<file path="src/rtl/evtTypePkg.sv">
package evtTypePkg;
  localparam int IDX_W = 4;
  localparam logic [5:0] TRAP_EC = 6'h18;

  typedef enum logic [1:0] {
    EL_USR = 2'd0,
    EL_KRN = 2'd1,
    EL_HYP = 2'd2,
    EL_MON = 2'd3
  } excLevel_t;

  typedef struct packed {
    logic             rdEn;
    logic             wrEn;
    logic [IDX_W-1:0] idx;
  } evtStrobe_t;
endpackage

</file>
<file path="src/rtl/evtAccessCtrl.sv">
module evtAccessCtrl
  import evtTypePkg::*;
#(
  parameter int CNT_W = IDX_W + 1,
  parameter int NUM_REGS = 1 << IDX_W
) (
  input  logic                clk,
  input  logic                rstN,
  input  logic                accValid,
  input  logic                accWrite,
  input  logic [1:0]          op0,
  input  logic [2:0]          op1,
  input  logic [3:0]          crn,
  input  logic [3:0]          crm,
  input  logic [2:0]          op2,
  input  logic [1:0]          curEl,
  input  logic                userEn,
  input  logic                tam2,
  input  logic                tam3,
  input  logic                tge,
  input  logic                el2Enabled,
  input  logic                el3Present,
  input  logic [1:0]          highestEl,
  input  logic [CNT_W-1:0]    numCounters,
  input  logic [NUM_REGS-1:0] cntEnable,
  output evtStrobe_t          strb,
  output logic                respValid,
  output logic                trapValid,
  output logic [1:0]          trapEl,
  output logic [5:0]          trapClass,
  output logic                undefOut
);
  logic             hit, isRead, isWrite, atTop, inRange, trapNeed;
  logic [1:0]       trapTgt;
  logic [IDX_W-1:0] idx;

  always_comb begin
    hit     = accValid && (op0 == 2'b11) && (op1 == 3'b011) &&
              (crn == 4'b1101) && (crm[3:1] == 3'b111);
    idx     = {crm[0], op2};
    inRange = {1'b0, idx} < numCounters;
    isRead  = hit && !accWrite;
    isWrite = hit && accWrite;
    atTop   = curEl == highestEl;

    trapNeed = 1'b0;
    trapTgt  = 2'd0;
    unique case (excLevel_t'(curEl))
      EL_USR: begin
        if (!userEn) begin
          trapNeed = 1'b1;
          trapTgt  = (el2Enabled && tge) ? 2'd2 : 2'd1;
        end else if (el2Enabled && tam2) begin
          trapNeed = 1'b1;
          trapTgt  = 2'd2;
        end else if (el3Present && tam3) begin
          trapNeed = 1'b1;
          trapTgt  = 2'd3;
        end
      end
      EL_KRN: begin
        if (el2Enabled && tam2) begin
          trapNeed = 1'b1;
          trapTgt  = 2'd2;
        end else if (el3Present && tam3) begin
          trapNeed = 1'b1;
          trapTgt  = 2'd3;
        end
      end
      EL_HYP: begin
        if (el3Present && tam3) begin
          trapNeed = 1'b1;
          trapTgt  = 2'd3;
        end
      end
      default: ;
    endcase

    strb.idx  = idx;
    strb.rdEn = isRead && !trapNeed && inRange;
    strb.wrEn = isWrite && atTop && inRange && !cntEnable[idx];
  end

  always_ff @(posedge clk) begin
    if (!rstN) begin
      respValid <= 1'b0;
      trapValid <= 1'b0;
      trapEl    <= 2'd0;
      trapClass <= 6'd0;
      undefOut  <= 1'b0;
    end else begin
      respValid <= hit;
      trapValid <= isRead && trapNeed;
      trapEl    <= (isRead && trapNeed) ? trapTgt : 2'd0;
      trapClass <= (isRead && trapNeed) ? TRAP_EC : 6'd0;
      undefOut  <= isWrite && !atTop;
    end
  end
endmodule

</file>
<file path="src/rtl/evtRegFile.sv">
module evtRegFile
  import evtTypePkg::*;
#(
  parameter int             DATA_W   = 64,
  parameter int             EVT_W    = 16,
  parameter logic [EVT_W-1:0] MAX_BASE = 16'h0FFF,
  parameter logic [EVT_W-1:0] MAX_STEP = 16'h1000,
  parameter int             NUM_REGS = 1 << IDX_W
) (
  input  logic              clk,
  input  logic              rstN,
  input  evtStrobe_t        strb,
  input  logic [EVT_W-1:0]  wrEvt,
  output logic [DATA_W-1:0] rdData
);
  localparam int PAD_W = DATA_W - EVT_W;

  logic [EVT_W-1:0] evtQ   [NUM_REGS];
  logic [EVT_W-1:0] limVec [NUM_REGS];

  for (genvar g = 0; g < NUM_REGS; g++) begin : gLimit
    assign limVec[g] = EVT_W'(int'(MAX_BASE) + g * int'(MAX_STEP));
  end

  always_ff @(posedge clk) begin
    if (!rstN) begin
      for (int i = 0; i < NUM_REGS; i++) evtQ[i] <= '0;
    end else begin
      for (int i = 0; i < NUM_REGS; i++) begin
        if (strb.wrEn && strb.idx == IDX_W'(i))
          evtQ[i] <= (wrEvt > limVec[i]) ? '0 : wrEvt;
      end
    end
  end

  always_ff @(posedge clk) begin
    if (!rstN) rdData <= '0;
    else       rdData <= strb.rdEn ? {{PAD_W{1'b0}}, evtQ[strb.idx]} : '0;
  end
endmodule

</file>
<file path="src/rtl/evtTypeBank.sv">
module evtTypeBank
  import evtTypePkg::*;
#(
  parameter int               DATA_W   = 64,
  parameter int               EVT_W    = 16,
  parameter logic [EVT_W-1:0] MAX_BASE = 16'h0FFF,
  parameter logic [EVT_W-1:0] MAX_STEP = 16'h1000,
  parameter int               NUM_REGS = 1 << IDX_W,
  parameter int               CNT_W    = IDX_W + 1
) (
  input  logic                clk,
  input  logic                rstN,
  input  logic                accValid,
  input  logic                accWrite,
  input  logic [1:0]          op0,
  input  logic [2:0]          op1,
  input  logic [3:0]          crn,
  input  logic [3:0]          crm,
  input  logic [2:0]          op2,
  input  logic [DATA_W-1:0]   wrData,
  input  logic [1:0]          curEl,
  input  logic                userEn,
  input  logic                tam2,
  input  logic                tam3,
  input  logic                tge,
  input  logic                el2Enabled,
  input  logic                el3Present,
  input  logic [1:0]          highestEl,
  input  logic [CNT_W-1:0]    numCounters,
  input  logic [NUM_REGS-1:0] cntEnable,
  output logic [DATA_W-1:0]   rdData,
  output logic                respValid,
  output logic                trapValid,
  output logic [1:0]          trapEl,
  output logic [5:0]          trapClass,
  output logic                undefOut
);
  evtStrobe_t strb;

  evtAccessCtrl #(.CNT_W(CNT_W), .NUM_REGS(NUM_REGS)) uCtrl (
    .clk(clk), .rstN(rstN), .accValid(accValid), .accWrite(accWrite),
    .op0(op0), .op1(op1), .crn(crn), .crm(crm), .op2(op2),
    .curEl(curEl), .userEn(userEn), .tam2(tam2), .tam3(tam3), .tge(tge),
    .el2Enabled(el2Enabled), .el3Present(el3Present), .highestEl(highestEl),
    .numCounters(numCounters), .cntEnable(cntEnable), .strb(strb),
    .respValid(respValid), .trapValid(trapValid), .trapEl(trapEl),
    .trapClass(trapClass), .undefOut(undefOut)
  );

  evtRegFile #(
    .DATA_W(DATA_W), .EVT_W(EVT_W), .MAX_BASE(MAX_BASE),
    .MAX_STEP(MAX_STEP), .NUM_REGS(NUM_REGS)
  ) uRegs (
    .clk(clk), .rstN(rstN), .strb(strb),
    .wrEvt(wrData[EVT_W-1:0]), .rdData(rdData)
  );
endmodule

</file>
<file path="config.mk">
export PLATFORM = sky130hd
export DESIGN_NAME = evtTypeBank
export DESIGN_NICKNAME = d
export VERILOG_FILES = /design/src/rtl/evtTypePkg.sv /design/src/rtl/evtAccessCtrl.sv /design/src/rtl/evtRegFile.sv /design/src/rtl/evtTypeBank.sv
export SDC_FILE = /design/constraint.sdc
export NUM_CORES = 1
export LEC_CHECK = 0
export BUFFER_PORTS_ARGS = -buffer_cell sky130_fd_sc_hd__buf_2
export CAP_MARGIN = 30
export CELL_PAD_IN_SITES_DETAIL_PLACEMENT = 2
export CELL_PAD_IN_SITES_GLOBAL_PLACEMENT = 2
export CORE_AREA = 2 2 197 199
export DETAILED_ROUTE_END_ITERATION = 12
export DIE_AREA = 0 0 199 201
export MAX_ROUTING_LAYER = met4
export PLACE_DENSITY = 0.73
export SYNTH_ARGS = -nofsm -noshare
export SYNTH_HDL_FRONTEND = slang
export SYNTH_SLANG_ARGS = --single-unit
</file>
<file path="constraint.sdc">
create_clock -name clk -period 3.75 [get_ports clk]
set_input_delay 0.375 -clock clk [delete_from_list [all_inputs] [get_ports clk]]
set_output_delay 0.375 -clock clk [all_outputs]
set_load 0.01 [all_outputs]
</file>
==> metrics.md, run 1 <==
| Metric | Value |
|---|---|
| Mean Syn Cell Area | `13.8 um^2` |
| Worst setup EP type | `flip-flop` |
| Chip width | `199 um` |
| Placed insts | `1,533` |
| Internal | `0.00540 W` |
| Shortest period the worst path allows | `2.62 ns` |
| CTS Root Cell | `clkbuf_16` |
| Via count | `8,751` |
| I/O Buffers | `89` |
| Total track usage | `0.224` |
| Die height | `201 um` |
| Iteration-0 DRC Markers | `639` |
| Final Cycle Share | `0.698` |
| Fmax | `382 MHz` |
| P_leak | `5.47 nW` |
| Highest metal used | `met4` |
| Initial Utilization | `0.343` |
| Area leader, netlist | `edfxtp_1` |
| WS Path Type | `in2reg` |
| Vias in the first global route | `9,496` |
| #FFs+latches synth | `277` |
| Clock Power Share | `0.394` |
| Top FF cell, synth | `edfxtp_1` |
| Final ANT Viol Nets | `0` |
| Clk_lat worst skew | `0.57 ns` |
| Sequential-to-total area share from yosys stat | `0.621` |
| P_sw | `0.00175 W` |
| Synthesized cell area | `0.0131 mm^2` |
| Met3 wire len | `3460 um` |
| Status | `completed` |
| Share of layout cells above drive strength 1 | `0.271` |
| Synth unique cells | `51` |
| Mapped Cells | `946` |
| Avg WL per Cell | `26.9 um` |
| Clock buffer depth | `3` |
| Sequential power share | `0.505` |
| GRT Residual Overflow | `0` |
| Ports | `190` |
| Hpwl dp | `27,400 um` |
| CORE AREA | `0.0381 mm^2` |
| Critical Path AT | `2.83 ns` |
| HP Class | `in2reg` |
| TritonRoute pass-1 iters | `5` |
| HP Start | `accWrite` |
| Synthesis-to-layout area growth | `15.9%` |
| Hold Buf Count CTS | `0` |
| Final Hold Vio Count | `0` |
| Ys async rst share | `0` |
| Top-area cell type share of the netlist area | `0.589` |
| R2R setup slack | `2.04 ns` |
| Post-CTS resize count | `0` |
| TritonCTS clock tree | `yes` |
| EDFF count, synth | `256` |
| Fin cells | `1,590` |
| Number of nets in the layout | `1,166` |
| Worst setup path startpoint | `op2[1]` |
| FP Rows | `72` |
| Top cells by area, synth | `edfxtp_1, mux4_2, dfxtp_1, buf_4, nor2_1` |
| Clk sinks | `277` |
| Total routed wirelength | `42,800 um` |
| CP startpoint kind | `primary input` |
| FILL cells | `3,840` |
| Final setup fails | `0` |
| First-pass GRT wire length | `63,300 um` |
| Power share of the combinational group | `0.101` |
| Placed instance area | `0.0142 mm^2` |
| Max-slew headroom | `0.395` |
| Diode count | `0` |
| End of the critical path | `uRegs.evtQ[2][6]$_SDFFCE_PN0P_` |
| RSZ-0062 raised after global routing | `false` |
| Cell Pwr Density | `473 mW/mm^2` |
| Max-slew violations | `0` |
| Worst reg2reg path depth | `3` |
| Final Cell Area | `0.0151 mm^2` |
| CP required | `3.96 ns` |
| Least-Margin Pin Slew | `0.908 ns` |
| DIE AREA | `0.0400 mm^2` |
| DR vias/cell | `5.50` |
| Initial antenna violation count | `1` |
| CP max FO | `32` |
| Sw Ratio | `0.244` |
| RR Startpoint | `uRegs.evtQ[12][13]$_SDFFCE_PN0P_` |
| Pin count of the biggest net entering global routing | `56` |
| Clock buffer count from CTS | `30` |
| Reg-to-Reg End | `uRegs.rdData[13]$_SDFF_PN0_` |
| H-tree level count | `1` |
| Most frequent cells in the layout | `edfxtp_1, nor2_1, buf_2, mux4_2, conb_1` |
| Met1 wire length | `17,000 um` |
| Setup Fix Bufs, Post-CTS | `0` |
| Routed wl met2 | `20,900 um` |
| VDD IR max | `0.320 mV` |
| Yosys warns | `0` |
| RD Place Congestion | `0.759` |
| Clock skew | `0.0209 ns` |
| Clock-pin slew on the worst setup and hold paths | `0.07 ns` |
| Max Cap Violations | `0` |
| Commonest non-fill, non-tap cell in the layout | `edfxtp_1` |
| DRC viols | `0` |
==> cell families (layout without fill, tap and decap cells) <==
kind of cell	after synthesis	after routing	synth area share
XOR/XNOR	2	2	0.00134
other	1	67	0.000287
adder cells (fa/ha/maj)	3	3	0.00288
buffers and inverters	158	218	0.0625
multiplexers	87	87	0.144
AND/OR/NAND/NOR	375	375	0.143
AO/OA/AOI/OAI	43	43	0.0248
flip-flops	277	277	0.621
==> registers in the layout, indices dropped and copies added, names as in the netlist <==
| name | flops |
|---|---|
| uCtrl.trapClass | 1 |
| uCtrl.respValid | 1 |
| uRegs.evtQ | 256 |
| uRegs.rdData | 16 |
| uCtrl.trapEl | 2 |
| uCtrl.undefOut | 1 |
==> worst min path at each step <==
stage	end	slack, ns	cells past startpoint
CTS	uCtrl.undefOut$_SDFF_PN0_	0.09	2
detailed placement	uCtrl.undefOut$_SDFF_PN0_	0.68	2
global placement	uCtrl.undefOut$_SDFF_PN0_	0.67	2
finish	uCtrl.undefOut$_SDFF_PN0_	0.11	2
global route	uCtrl.undefOut$_SDFF_PN0_	0.12	2
floorplan	uCtrl.undefOut$_SDFF_PN0_	0.52	1
==> final cells by class <==
class / count / area, um^2 / share of cell area
sequential: 277 / 8110 / 0.536
inverter: 26 / 97.6 / 0.00645
clock inverter: 23 / 143 / 0.00943
timing repair buffer: 136 / 845 / 0.0558
tap: 518 / 648 / 0.0428
multi-input combinational: 577 / 4510 / 0.298
clock buffer: 33 / 783 / 0.0518
==> critical path, cell delays in order <==
cell and delay [ns]:
buf_4 0.42, mux2i_1 0.25, o21ai_0 0.18, nor4_4 0.33
buf_4 0.36, o2111ai_1 0.30, o21ai_1 0.22, buf_4 0.38
==> per-layer routing <==
layer  up-vias  global-route usage
met4         0              0.0693
li1       3657                   -
met5         -                   -
met2       429               0.357
met3        82              0.0386
met1      4583               0.292
==> through the flow <==
stage	setup slack [ns]	hold WS [ns]	util	TNS, ns	power, W
3_3_place_gp	0.660	0.666	0.372	0	0.00436
3_5_place_dp	0.610	0.684	0.373	0	0.00440
4_1_cts	1.17	0.0937	0.397	0	0.00720
5_1_grt	0.912	0.123	0.397	0	0.00737
2_1_floorplan	-0.262	0.521	-	-8.39	0.00412
6_report	1.13	0.107	0.397	0	0.00715
==> power groups by stage <==
stage          combinational (W)  sequential [W]  clock [W]
2_1_floorplan           0.000468         0.00365          0
3_3_place_gp            0.000700         0.00366          0
3_5_place_dp            0.000720         0.00368          0
4_1_cts                 0.000724         0.00361    0.00286
5_1_grt                 0.000770         0.00363    0.00297
6_report                0.000721         0.00361    0.00282
==> Yosys cell counts, types with 21 or more instances <==
master,instances
and3_1,48
dfxtp_1,21
clkbuf_1,59
nand3_1,39
edfxtp_1,256
mux4_2,80
inv_1,26
buf_4,54
nor3_1,58
nor4_1,22
nor2_1,97
nand2_1,55
Note: power is estimated with default switching activity, not from simulation.
==> inputs of run 2 (changes only) <==
- ABC_AREA: not set -> 1
- CORE_AREA: 2 2 197 199 -> 2 2 199 201
- DIE_AREA: 0 0 199 201 -> 0 0 201 203
- PLACE_DENSITY: 0.73 -> 0.75
- clock period: 3.75 -> 2.4 ns (I/O delays scaled with it)
==> metrics.md, run 2 <==
| Metric | Value |
|---|---|
| Die height | `203 um` |
| RSZ-0062 raised after global routing | `false` |
| Top Family by Delay on Critical Path | `simple AND/OR/NAND/NOR gates` |
| Synthesis-to-layout area growth | `16.4%` |
| Hold Buf Count CTS | `4` |
| Pin count of the biggest net entering global routing | `50` |
| Setup Fix Bufs, Post-CTS | `0` |
| Max-slew headroom | `0.565` |
| Final ANT Viol Nets | `0` |
| CP required | `2.78 ns` |
| Iteration-0 DRC Markers | `564` |
| Post-CTS resize count | `0` |
| Most frequent cells in the layout | `nor2_1, edfxtp_1, nand2_1, a22oi_1, buf_2` |
| CP Cell Sequence | `buf_2 > inv_2 > nand2_1 > nand2_1 > nand2_1 > nand2_1 > nand2_1 > nand3_2 > nor2_2 > buf_12 > nand3_2 > nor2_1` |
| Total track usage | `0.196` |
| Worst reg2reg path depth | `6` |
| Max reg flops | `256` |
| Cell Pwr Density | `733 mW/mm^2` |
| Total routed wirelength | `39,000 um` |
| Final Cell Area | `0.0147 mm^2` |
| Ports | `190` |
| Via count | `9,063` |
| Chip width | `201 um` |
| VDD IR max | `0.476 mV` |
| CTS Root Cell | `clkbuf_16` |
| Status | `completed` |
| Crit path buffers/inverters | `3` |
| H-tree level count | `1` |
| Final setup fails | `0` |
| Synth unique cells | `28` |
| Critical path's most frequent cell | `nand2_1` |
| Min-Delay Endpoint | `uRegs.evtQ[13][6]$_SDFFCE_PN0P_` |
| Top-count cell post-synth | `nor2_1` |
| DIE AREA | `0.0408 mm^2` |
| Share of layout cells above drive strength 1 | `0.141` |
| Commonest non-fill, non-tap cell in the layout | `nor2_1` |
| Yosys warns | `0` |
| WS Path Type | `in2reg` |
| I/O Buffers | `89` |
| Placed instance area | `0.0138 mm^2` |
| Sequential-to-total area share from yosys stat | `0.644` |
| CP startpoint kind | `primary input` |
| Critical Path AT | `2.14 ns` |
| Ys async rst share | `0` |
| Biggest registers after layout | `uRegs.evtQ x256, uRegs.rdData x16, uCtrl.trapEl x2` |
| Clock buffer count from CTS | `29` |
| EDFF count, synth | `256` |
| Top cells by area, synth | `edfxtp_1, nor2_1, a22oi_1, nand2_1, buf_4` |
| RR Startpoint | `uRegs.evtQ[0][13]$_SDFFCE_PN0P_` |
| Vias in the first global route | `9,987` |
| Least-Margin Pin Slew | `0.652 ns` |
| Reg-to-Reg End | `uRegs.rdData[13]$_SDFF_PN0_` |
| Final Cycle Share | `0.734` |
| CP max FO | `20` |
| Clock-pin slew on the worst setup and hold paths | `0.06 ns` |
| Setup TNS Final | `0 ns` |
| RD Place Congestion | `0.768` |
| CORE AREA | `0.0385 mm^2` |
| Clock skew | `0.00847 ns` |
| #FFs+latches synth | `277` |
| GRT Residual Overflow | `0` |
| Fmax | `568 MHz` |
| FP Rows | `72` |
| Final Hold Vio Count | `0` |
| Hold path cells | `3` |
| Area leader, netlist | `edfxtp_1` |
| Max Cap Violations | `0` |
| First-pass GRT wire length | `59,700 um` |
| Number of nets in the layout | `1,438` |
| DR vias/cell | `4.88` |
| Clk sinks | `277` |
| Diode count | `0` |
| Hpwl dp | `27,900 um` |
| Shortest period the worst path allows | `1.76 ns` |
| Most flops, register | `uRegs.evtQ` |
| Clk_lat worst skew | `0.55 ns` |
| HP Class | `in2reg` |
| CP max stage cell | `nand3_2` |
| Max-slew violations | `0` |
| Initial antenna violation count | `0` |
| Avg WL per Cell | `21.0 um` |
| Worst setup EP type | `flip-flop` |
| Mean Syn Cell Area | `10.4 um^2` |
| Initial Utilization | `0.327` |
| Top-area cell type share of the netlist area | `0.610` |
| TritonRoute pass-1 iters | `5` |
| Clock buffer depth | `3` |
| DRC viols | `0` |
| R2R setup slack | `0.98 ns` |
| Crit-path max cell delay | `0.34 ns` |
| Synthesized cell area | `0.0126 mm^2` |
| P_leak | `6.01 nW` |
| Top post-synthesis cells by count | `nor2_1, edfxtp_1, nand2_1, a22oi_1, inv_1` |
| Mapped Cells | `1,209` |
| TritonCTS clock tree | `yes` |
| Top FF cell, synth | `edfxtp_1` |
| HP Start | `wrData[6]` |
run 2: kinds of logic after synthesis:
kind of cell    share of synthesized area
compound gates                     0.0920
xor+xnor                         0.000696
fa+ha+maj                         0.00298
buf+inv                            0.0862
flops                               0.644
other cells                      0.000298
simple gates                        0.174
run 2: how the worst max path moves through the flow:
stage                                                  to  depth (start not counted)      startpoint  slack (ns)
after CTS                 uRegs.evtQ[0][10]$_SDFFCE_PN0P_                         12          crm[0]        0.64
after global placement    uRegs.evtQ[15][8]$_SDFFCE_PN0P_                         12          op2[2]        0.13
after floorplan           uRegs.evtQ[10][0]$_SDFFCE_PN0P_                         11  numCounters[2]       -0.30
after global routing      uRegs.evtQ[0][10]$_SDFFCE_PN0P_                         12          op2[0]        0.44
after detailed placement   uRegs.evtQ[1][4]$_SDFFCE_PN0P_                         12          crm[0]        0.08
final                     uRegs.evtQ[0][10]$_SDFFCE_PN0P_                         12          op2[0]        0.64
run 2: area by class of cell:
class,instances,area [um^2]
fill,4092,23800
sequential,277,8110
multi-input combinational,782,3670
timing repair buffer,139,1070
clock buffer,40,767
tap,518,648
inverter,91,342
clock inverter,10,50.0
run 2: tightest hold or removal path, delay by kind of cell:
| kind | cells | cell delay, ns |
|---|---|---|
| buffers and inverters | 2 | 0.17 |
| and+or+nand+nor | 1 | 0.06 |
run 2: stage by stage:
stage	cells	worst slack, ns	hold WS [ns]	total power, W	utilization
2_1_floorplan	1275	-0.304	0.383	0.00634	-
3_3_place_gp	1803	0.131	0.521	0.00670	0.359
3_5_place_dp	1803	0.0775	0.536	0.00678	0.359
4_1_cts	1857	0.635	0.00197	0.0108	0.381
5_1_grt	1857	0.445	0.0307	0.0111	0.381
6_report	1857	0.639	0.0118	0.0107	0.381
run 2: where the power goes:
part	internal, W	switching (W)	leakage (nW)	total, W
registers	0.00556	0.0000935	2.61	0.00566
clock network	0.00221	0.00183	0.396	0.00405
logic	0.000312	0.000726	3.00	0.00104
total	0.00809	0.00265	6.01	0.0107
run 2: metal layers:
metal	track usage	vias to the layer above	part of all wire
met4	0.0373	0	0.015
met5	-	-	0
li1	-	4198	-
met1	0.242	4663	0.43
met3	0.0178	44	0.035
met2	0.353	158	0.52
==> inputs of run 3 (changes only) <==
- ABC_AREA: 1 -> 0
- CORE_AREA: 2 2 199 201 -> 2 2 197 199
- DIE_AREA: 0 0 201 203 -> 0 0 199 201
- PLACE_DENSITY: 0.75 -> 0.73
- clock period: 2.4 -> 1.5 ns (I/O delays scaled with it)
==> metrics.md, run 3 (synthesis results as in run 1) <==
| Metric | Value |
|---|---|
| Ports | `190` |
| Total power | `0.0198 W` |
| Failing checks | `negative setup slack` |
| Total track usage | `0.291` |
| CTS Root Cell | `clkbuf_16` |
| Share of layout cells above drive strength 1 | `0.480` |
| Max-slew violations | `0` |
| WS Path Type | `in2reg` |
| Initial Utilization | `0.343` |
| Seq. cell area | `0.00811 mm^2` |
| Final Cell Area | `0.0188 mm^2` |
| FILL cells | `3,509` |
| Final Hold Vio Count | `0` |
| DR vias/cell | `5.94` |
| H-tree level count | `1` |
| Clock buffer count from CTS | `30` |
| RD Place Congestion | `0.794` |
| Clock-pin slew on the worst setup and hold paths | `0.06 ns` |
| CP required | `1.81 ns` |
| Critical Path AT | `2.18 ns` |
| First-pass GRT wire length | `79,300 um` |
| Clock skew | `0.0282 ns` |
| HP Class | `in2reg` |
| CP startpoint kind | `primary input` |
| CORE AREA | `0.0381 mm^2` |
| Vias in the first global route | `10,700` |
| Most flops, register | `uRegs.evtQ` |
| Max-slew headroom | `0.503` |
| Setup ws final | `-0.374 ns` |
| Avg WL per Cell | `35.7 um` |
| Commonest non-fill, non-tap cell in the layout | `edfxtp_1` |
| Cell Pwr Density | `1050 mW/mm^2` |
| Clk_lat worst skew | `0.63 ns` |
| Synthesis-to-layout area growth | `44.3%` |
| P_leak | `7.27 nW` |
| Hpwl dp | `32,700 um` |
| I/O Buffers | `89` |
| Area of the multi-input gates | `0.00598 mm^2` |
| Pin count of the biggest net entering global routing | `32` |
| CP max FO | `8` |
| Chip width | `199 um` |
| Clock buffer depth | `3` |
| Status | `complete, but fails checks` |
| Via count | `10,400` |
| Fmax | `534 MHz` |
| TritonCTS clock tree | `yes` |
| Total routed wirelength | `62,300 um` |
| Die height | `201 um` |
| Placed insts | `1,611` |
| Final Cycle Share | `1.25` |
| Shortest period the worst path allows | `1.87 ns` |
| Biggest registers after layout | `uRegs.evtQ x256, uRegs.rdData x16, uCtrl.trapEl x2` |
| DIE AREA | `0.0400 mm^2` |
| VDD IR max | `0.860 mV` |
| Final setup fails | `415` |
| GRT Residual Overflow | `0` |
| Final ANT Viol Nets | `0` |
| RSZ-0062 raised after global routing | `true` |
| TritonRoute pass-1 iters | `7` |
| Initial antenna violation count | `1` |
| Hold slack final | `0.0257 ns` |
| Placed instance area | `0.0152 mm^2` |
| Max Cap Violations | `0` |
| Least-Margin Pin Slew | `0.746 ns` |
| Clk sinks | `277` |
| Most frequent cells in the layout | `edfxtp_1, buf_4, buf_2, mux4_2` |
| Max reg flops | `256` |
| DRC viols | `0` |
| Place WS | `-0.980 ns` |
| Iteration-0 DRC Markers | `1,200` |
| Worst setup EP type | `flip-flop` |
| FP Rows | `72` |
| Fin cells | `1,742` |
| Number of nets in the layout | `1,317` |
[run 3: cell types whose count changed in the layout (fill, tap and decap cells not counted), sizes merged, moves of 17 or more]
| cell | change |
|---|---|
| and3 | +48 |
| nor4 | +23 |
| nor2b | +19 |
| nand2 | -168 |
| nor3 | +57 |
| mux4 | +80 |
| buf | +131 |
| inv | -62 |
| a22oi | -127 |
| nor2 | -182 |
| a21oi | -17 |
[run 3: cell type report]
class                           count  share of cell area
Antenna cell                        1            0.000133
Clock buffer                       45              0.0455
Inverter                           26             0.00584
Timing Repair Buffer              285               0.158
Tap cell                          518              0.0344
Multi-Input combinational cell    579               0.317
Sequential cell                   277               0.430
Clock inverter                     11             0.00844
[run 3: routing by layer]
layer	vias up	global-route usage	routed length [um]
met4	0	0.163	4060
met1	5491	0.352	23200
met3	173	0.0449	4990
li1	3984	-	-
met2	704	0.467	30000
met5	-	-	0
[run 3: power by group]
| group | internal (W) | switching [W] |
|---|---|---|
| clock network | 0.00448 | 0.00355 |
| registers | 0.00890 | 0.000213 |
| logic | 0.00105 | 0.00160 |
| total | 0.0144 | 0.00536 |
[run 3: final timing paths]
path,startpoint,cells past startpoint,end,slack [ns]
worst max-delay path,crn[1],10,uRegs.evtQ[12][15]$_SDFFCE_PN0P_,-0.37
worst min-delay path,highestEl[0],4,uCtrl.undefOut$_SDFF_PN0_,0.03
worst max register to register,uRegs.evtQ[5][12]$_SDFFCE_PN0P_,3,uRegs.rdData[12]$_SDFF_PN0_,-0.33
worst min register to register,uRegs.evtQ[13][2]$_SDFFCE_PN0P_,3,uRegs.rdData[2]$_SDFF_PN0_,0.96
[run 3: metrics by stage]
| stage | utilization | setup TNS [ns] |
|---|---|---|
| global route | 0.494 | -119.98 |
| global placement | 0.399 | -296.98 |
| floorplan | - | -254.87 |
| detailed placement | 0.399 | -324.01 |
| CTS | 0.462 | -71.55 |
| finish | 0.494 | -101.26 |
[run 3: what timing repair did]
action                     CTS  global route
pin swaps                   49            46
gates resized for setup    156           188
hold endpoints to repair     4             0
setup endpoints to repair  403           417
gates cloned                19            12
buffers inserted            20            28
hold buffers                 8             0
[run 3: worst max-delay path: stages]
cell,delay (ns)
buf_6,0.09
nand4b_1,0.15
or4_4,0.53
nor4_4,0.18
buf_6,0.15
buf_8,0.12
o21ai_4,0.14
o31ai_4,0.31
buf_6,0.18
buf_12,0.17
